**config.mk**
```make
export PLATFORM = sky130hd
export DESIGN_NAME = pfd_core
export DESIGN_NICKNAME = d
export VERILOG_FILES = /design/src/rtl/pfd_pkg.sv /design/src/rtl/pfd_edge_hold.sv /design/src/rtl/pfd_abl_timer.sv /design/src/rtl/pfd_fsm.sv /design/src/rtl/pfd_core.sv
export SDC_FILE = /design/constraint.sdc
export NUM_CORES = 1
export LEC_CHECK = 0
export BUFFER_PORTS_ARGS = -buffer_cell sky130_fd_sc_hd__buf_2
export CAP_MARGIN = 20
export CORE_MARGIN = 1.5
export CORE_UTILIZATION = 45
export CTS_BUF_LIST = sky130_fd_sc_hd__clkbuf_4 sky130_fd_sc_hd__clkbuf_8 sky130_fd_sc_hd__clkbuf_16
export DETAILED_ROUTE_END_ITERATION = 16
export MAX_ROUTING_LAYER = met4
export PLACE_DENSITY = 0.69
export SLEW_MARGIN = 20
export SYNTH_ARGS = -nofsm -noshare
export SYNTH_HDL_FRONTEND = slang
export SYNTH_HIERARCHICAL = 1
export SYNTH_SLANG_ARGS = --single-unit
```
**constraint.sdc**
```tcl
create_clock -name clk -period 2.89 [get_ports clk]
set_input_delay 0.578 -clock clk [delete_from_list [all_inputs] [get_ports clk]]
set_output_delay 0.578 -clock clk [all_outputs]
set_load 0.05 [all_outputs]
```
**src/rtl/pfd_pkg.sv**
```systemverilog
package pfd_pkg;

    // Detector states: which flags are currently raised
    typedef enum logic [1:0] {
        ST_IDLE    = 2'd0,
        ST_UP_ONLY = 2'd1,
        ST_DN_ONLY = 2'd2,
        ST_OVERLAP = 2'd3
    } pfd_state_t;

    // Index of each input stream in the edge-hold array
    localparam int unsigned IDX_REF = 0;
    localparam int unsigned IDX_FB  = 1;
    localparam int unsigned N_STREAMS = 2;

endpackage

```
**src/rtl/pfd_edge_hold.sv**
```systemverilog
// Holds an edge that arrives while the common clear is still counting.
module pfd_edge_hold (
    input  logic clk,
    input  logic rst_n,
    input  logic stb_i,
    input  logic hold_i,
    output logic eff_o
);

    logic pend_q;
    logic pend_d;

    always_comb begin
        if (hold_i) begin
            pend_d = pend_q | stb_i;
        end else begin
            pend_d = 1'b0;
        end
    end

    always_ff @(posedge clk) begin
        if (!rst_n) begin
            pend_q <= 1'b0;
        end else begin
            pend_q <= pend_d;
        end
    end

    assign eff_o = stb_i | pend_q;

endmodule

```
**src/rtl/pfd_abl_timer.sv**
```systemverilog
// Counts overlap cycles; flags the last one.
module pfd_abl_timer #(
    parameter int unsigned CNT_W = 8
) (
    input  logic             clk,
    input  logic             rst_n,
    input  logic             run_i,
    input  logic [CNT_W-1:0] len_i,
    output logic             done_o,
    output logic [CNT_W-1:0] cnt_o
);

    localparam logic [CNT_W-1:0] ONE = {{(CNT_W-1){1'b0}}, 1'b1};

    logic [CNT_W-1:0] eff_len;
    logic [CNT_W-1:0] cnt_q;
    logic [CNT_W-1:0] cnt_d;

    always_comb begin
        eff_len = (len_i == '0) ? ONE : len_i;
        done_o  = run_i && (cnt_q == (eff_len - ONE));
        if (run_i && !done_o) begin
            cnt_d = cnt_q + ONE;
        end else begin
            cnt_d = '0;
        end
    end

    always_ff @(posedge clk) begin
        if (!rst_n) begin
            cnt_q <= '0;
        end else begin
            cnt_q <= cnt_d;
        end
    end

    assign cnt_o = cnt_q;

endmodule

```
**src/rtl/pfd_fsm.sv**
```systemverilog
module pfd_fsm
    import pfd_pkg::*;
(
    input  logic       clk,
    input  logic       rst_n,
    input  logic       ref_eff_i,
    input  logic       fb_eff_i,
    input  logic       done_i,
    output pfd_state_t state_o,
    output logic       flag_up_o,
    output logic       flag_dn_o
);

    pfd_state_t state_q;
    pfd_state_t state_d;

    function automatic pfd_state_t from_idle(input logic r, input logic f);
        pfd_state_t s;
        unique case ({r, f})
            2'b11:   s = ST_OVERLAP;
            2'b10:   s = ST_UP_ONLY;
            2'b01:   s = ST_DN_ONLY;
            default: s = ST_IDLE;
        endcase
        return s;
    endfunction

    always_comb begin
        state_d = state_q;
        unique case (state_q)
            ST_IDLE:    state_d = from_idle(ref_eff_i, fb_eff_i);
            ST_UP_ONLY: if (fb_eff_i)  state_d = ST_OVERLAP;
            ST_DN_ONLY: if (ref_eff_i) state_d = ST_OVERLAP;
            ST_OVERLAP: if (done_i)    state_d = from_idle(ref_eff_i, fb_eff_i);
            default:    state_d = ST_IDLE;
        endcase
    end

    always_ff @(posedge clk) begin
        if (!rst_n) begin
            state_q <= ST_IDLE;
        end else begin
            state_q <= state_d;
        end
    end

    always_comb begin
        flag_up_o = 1'b0;
        flag_dn_o = 1'b0;
        unique case (state_q)
            ST_IDLE:    ;
            ST_UP_ONLY: flag_up_o = 1'b1;
            ST_DN_ONLY: flag_dn_o = 1'b1;
            ST_OVERLAP: begin
                flag_up_o = 1'b1;
                flag_dn_o = 1'b1;
            end
            default:    ;
        endcase
    end

    assign state_o = state_q;

endmodule

```
**src/rtl/pfd_core.sv**
```systemverilog
module pfd_core
    import pfd_pkg::*;
#(
    parameter int unsigned CNT_W = 8
) (
    input  logic             clk,
    input  logic             rst_n,
    input  logic             ref_stb_i,
    input  logic             fb_stb_i,
    input  logic [CNT_W-1:0] abl_len_i,
    input  logic             swap_i,
    output logic             up_o,
    output logic             dn_o
);

    pfd_state_t       state;
    logic             in_ovl;
    logic             tmr_done;
    logic [CNT_W-1:0] tmr_cnt;
    logic             flag_up;
    logic             flag_dn;
    logic [N_STREAMS-1:0] stb_vec;
    logic [N_STREAMS-1:0] eff_vec;

    assign stb_vec[IDX_REF] = ref_stb_i;
    assign stb_vec[IDX_FB]  = fb_stb_i;
    assign in_ovl           = (state == ST_OVERLAP);

    for (genvar g = 0; g < N_STREAMS; g++) begin : g_hold
        pfd_edge_hold u_hold (
            .clk    (clk),
            .rst_n  (rst_n),
            .stb_i  (stb_vec[g]),
            .hold_i (in_ovl && !tmr_done),
            .eff_o  (eff_vec[g])
        );
    end

    pfd_abl_timer #(.CNT_W(CNT_W)) u_timer (
        .clk    (clk),
        .rst_n  (rst_n),
        .run_i  (in_ovl),
        .len_i  (abl_len_i),
        .done_o (tmr_done),
        .cnt_o  (tmr_cnt)
    );

    pfd_fsm u_fsm (
        .clk       (clk),
        .rst_n     (rst_n),
        .ref_eff_i (eff_vec[IDX_REF]),
        .fb_eff_i  (eff_vec[IDX_FB]),
        .done_i    (tmr_done),
        .state_o   (state),
        .flag_up_o (flag_up),
        .flag_dn_o (flag_dn)
    );

    assign up_o = swap_i ? flag_dn : flag_up;
    assign dn_o = swap_i ? flag_up : flag_dn;

endmodule

```
Yosys cells after proc, flatten, opt, wreduce, memory -nomap -nowiden
Index checks and enable logic that the tools add are counted.

storage, ports and cells
  output and inout port bits = 2
  input port bits = 13
  register bits after elaboration = 12

cells by class
  mux-type cells = 10
  reductions and logical operators = 9
  bitwise logic cells = 2
  $add $sub $neg = 2
  equality and inequality tests = 10

operator list
  cell                   count
  $add A8 B1 Y8 const B  1
  $eq A2 B2 Y1 const B   4
  $eq A8 B8 Y1           1
  $logic_not A8 Y1       1
  $mux W8                1
  $pmux W2 S4            1
  $sub A8 B1 Y8 const B  1
  $mux W2                3
  $pmux W2 S3            1
  $eq A2 B1 Y1 const B   2
  $mux W1                4
  $ne A2 B1 Y1 const B   2
  $reduce_or A2 Y1       2
  $reduce_and A3 Y1      1
  $logic_and A1 B1 Y1    2
  $logic_not A2 Y1       1
  $ne A2 B2 Y1 const B   1
  $or A1 B1 Y1           2
  $reduce_and A2 Y1      1
  $logic_not A1 Y1       1

Logic depth before layout (Yosys ltp)
  depth in word-level cells = 8
  mapped depth = 10

Cells and area by module
Netlist, hierarchy kept.

by module, submodules not included
  module         area each (um^2)  instances  cells an instance
  pfd_abl_timer  589.3             1          62
  pfd_fsm        166.4             1          20
  pfd_edge_hold  36.3              2          3
  pfd_core       37.5              1          4

Worst setup path after synthesis
Ideal clock, no wire load.

  kind = input -> register
  from = input port abl_len_i[2]
  to = register u_fsm.state_q[1], in the netlist u_fsm/state_o[1]
  required time = 2771 ps
  slack = 110 ps
  stages = 9
  data arrival time = 2662 ps
  cell sequence = nor4_2 -> a31oi_1 -> ha_1 -> nor3_1 -> a31oi_1 -> nor4_4 -> and3_1 -> o22ai_1 -> o221a_1

between the ends
  word-level cells in the longest chain between the ends = 7

ends and longest elaborated chain
  item                                    RTL line             source
  from (decl)                             pfd_core.sv:10       input logic [CNT_W-1:0] abl_len_i,
  $logic_not A8 Y1                        pfd_abl_timer.sv:20  eff_len = (len_i == '0) ? ONE : len_i;
  $mux W8 (*)                             pfd_abl_timer.sv:20
  $sub A8 B1 Y8 (*)                       pfd_abl_timer.sv:21  done_o = run_i && (cnt_q == (eff_len - ONE));
  $eq A8 B8 Y1 (*)                        pfd_abl_timer.sv:21
  $logic_and A1 B1 Y1 (*)                 pfd_abl_timer.sv:21
  via tmr_done                            pfd_core.sv:18       logic tmr_done;
  $ne A2 B2 Y1 (no source line) (*)       -
  $reduce_and A3 Y1 (no source line) (*)  -
  to (signal assigned)                    pfd_fsm.sv:43        state_q <= state_d;
  to (decl)                               pfd_fsm.sv:14        pfd_state_t state_q;

Mark *: on every way through the listed nets, which the timed path passes. The rest lies on a longest branch.
A chain may end at the register's enable or synchronous reset.

Final worst setup path
Same ends and word-level chain as after synthesis.

==> metrics.cfg <==
[die]
ios=15
die_w_um=46.9
chipHeight_um=46.9
die_area_mm2=0.00220
rows=15
core_mm2=0.00176
initial_core_util_pct=49.1

[synth]
synth_top_cell_area_share_pct=27.7
synthDistinctLibCells=36
async_reset_ff_share_pct=0
yosys.area.top_type=dfxtp_1
syn-cell-area_um2=866
synth_area_per_cell_um2=9.41
synth_edf_count=0
netlist_instances=92
synth_seq_cells=12
synth-simple-area-share_pct=22.0
synth_seq_area_share_pct=27.7
synth_top_family_by_area=simple AND/OR/NAND/NOR gates
yosysWarnings=6
synthMuxAreaShare_pct=3.76
synth-adder-area-share_pct=7.23
synth_xor_area_share_pct=16.2
synthesis.nets=110
synth-compound-area-share_pct=20.5
ys.flop_type=dfxtp_1
synthTopCellsByArea=dfxtp_1 (28%), xor2_1 (10%), ha_1 (7.2%), a211oi_1 (6.1%), xnor2_1 (6.1%)

[finish]
multiInputGateArea_um2=603
area_growth_syn_to_layout_pct=18.5
diodes=0
n_fill_cell=177
finish.utilization_pct=58.2
final_cells=138
seqCellArea_um2=240
final_nets=132
finalInstanceArea_mm2=0.00103
most-common-layout-cells=buf_2 (14), dfxtp_1 (12), xor2_1 (10)
layout_commonest_cell=buf_2
final_layout_size_suffix_gt1_share_pct=26.5

[drt]
dr.pass1.iters=4
vias=739
routedWlPerCell_um=12.5
first_iter_violations=22
drc=0
drt-total-wl_um=1730
ant_nets=0
viasPerCell=5.36

[sta]
setup_viol=0
rsz0062_at_grt=false
fin_setup_tns_ns=0
hold_slack_ns=0.494
finalCriticalPeriod_ns=2.45
worst_slew_pin_slew_ns=0.341
postLayoutSetupSlackWorst_ns=0.440
finalHoldViolCount=0
slew_violations=0
skew_ns=0.00180
fmax_ghz=0.408
relSlewSlack_pct=77.1
min_period_over_period_pct=84.8

[clock_tree]
cts_setup_buffers=0
cts_root_buf=clkbuf_4
cts_resized=0
cts_tree=yes
cts.clk_slew.worst_paths_ns=0.08
clk_latency_ns=0.28
cts_sinks=12
htree_levels=1
cts_buffers=3
cts_max_path_buffers=2
hold_buffers=0

[pwr]
p_leak_nw=0.451
power.density_mw_per_mm2=603
p_total_mw=0.618
peakVddDrop_uv=383

[worst_setup_path]
cp_data_required_time_ns=3.06
slowest_stage=nor4_2
criticalPathCategory=in2reg
end_kind=flop
crit_family=simple AND/OR/NAND/NOR gates
cpPeakStageDelay_ns=0.32
worstSetupStartpointType=primary input
worst_ep_arrival_time_ns=2.62
crit_chain=buf_2 -> nor4_2 -> a31oi_1 -> ha_1 -> nor3b_1 -> xnor2_1 -> nand2_1 -> nor4_4 -> and3_1 -> o221a_2 -> o221a_1
cp_max_fo=5
crit_buf_inv=1

[global_route]
grt_max_degree=9
grt_pass1_wl_um=2750
gr-total-overflow=0
gr-usage-all-layers_pct=18.3
first_global_vias=621
antenna_found_initial=0

[placement]
placed_cells=134
dp_slack_ns=0.128
gp_congestion=0.807
port_buffers=14
placedInstanceArea_um2=990
dpl.hpwl_um=1380

[run]
maxCapViolCount=0

[min_path]
hp-class=reg2reg

[status]
outcome=finished clean

-- Yosys cell counts, types with 2 or more instances --
cell type	count
a211oi_1	7
a31oi_1	2
and3_1	3
dfxtp_1	12
ha_1	5
inv_1	6
mux2_2	2
nand2_1	4
nand3_1	6
nor3_1	2
o211a_1	2
o21ai_0	2
or2_1	2
xnor2_1	6
xor2_1	10
-- layer usage --
layer	track usage, %	share of wire (%)	wire length (µm)
met5	-	0	0
met4	6.67	0	0
met1	26.0	49	847
met2	25.5	48	822
met3	3.46	3.4	58
-- power by group --
| group | switching (mW) | total (mW) | internal (mW) | leakage, nW |
|---|---|---|---|---|
| Sequential | 0.0242 | 0.208 | 0.184 | 0.0974 |
| Combinational | 0.168 | 0.274 | 0.105 | 0.332 |
| Clock | 0.0603 | 0.137 | 0.0767 | 0.0210 |
| Total | 0.253 | 0.618 | 0.366 | 0.451 |
-- path summary, 6_finish.rpt --
path | to | from | slack (ns) | cells after the start
setup / recovery | u_fsm/state_o[1]$_SDFFE_PN0P_ | abl_len_i[2] | 0.44 | 11
hold reg to reg | g_hold[0].u_hold/pend_q$_SDFF_PN0_ | g_hold[0].u_hold/pend_q$_SDFF_PN0_ | 0.49 | 1
setup reg to reg | u_fsm/state_o[1]$_SDFFE_PN0P_ | u_timer/cnt_o[6]$_SDFF_PN0_ | 0.95 | 7
hold / removal | g_hold[0].u_hold/pend_q$_SDFF_PN0_ | g_hold[0].u_hold/pend_q$_SDFF_PN0_ | 0.49 | 1
-- worst register-to-register path, delay by kind of cell (launching register included) --
family	cells	cell delay, ns
AO/OA/AOI/OAI	3	0.78
flip-flops	1	0.41
XOR/XNOR	2	0.36
AND/OR/NAND/NOR	2	0.30
-- area by class of cell --
type	count	share of cell area, %
repair buffers	17	9.02
inverters	6	2.20
clock buffers	4	3.54
multi-input cells	74	58.8
well taps	25	3.05
flip-flops and latches	12	23.4
-- state kept, by name (all words and copies together), names as in the netlist --
| register | count |
|---|---|
| u_timer/cnt_o | 8 |
| g_hold.u_hold/pend_q | 2 |
| u_fsm/state_o | 2 |
-- kinds of logic (layout without fill, tap and decap cells) --
family / count (synthesis) / count (layout)
flip-flops: 12 / 12
adder cells (fa/ha/maj): 5 / 5
AO/OA/AOI/OAI: 21 / 21
XOR/XNOR: 16 / 16
AND/OR/NAND/NOR: 29 / 29
multiplexers: 3 / 3
buffers and inverters: 6 / 27
Note: power is estimated with default switching activity, not from simulation.
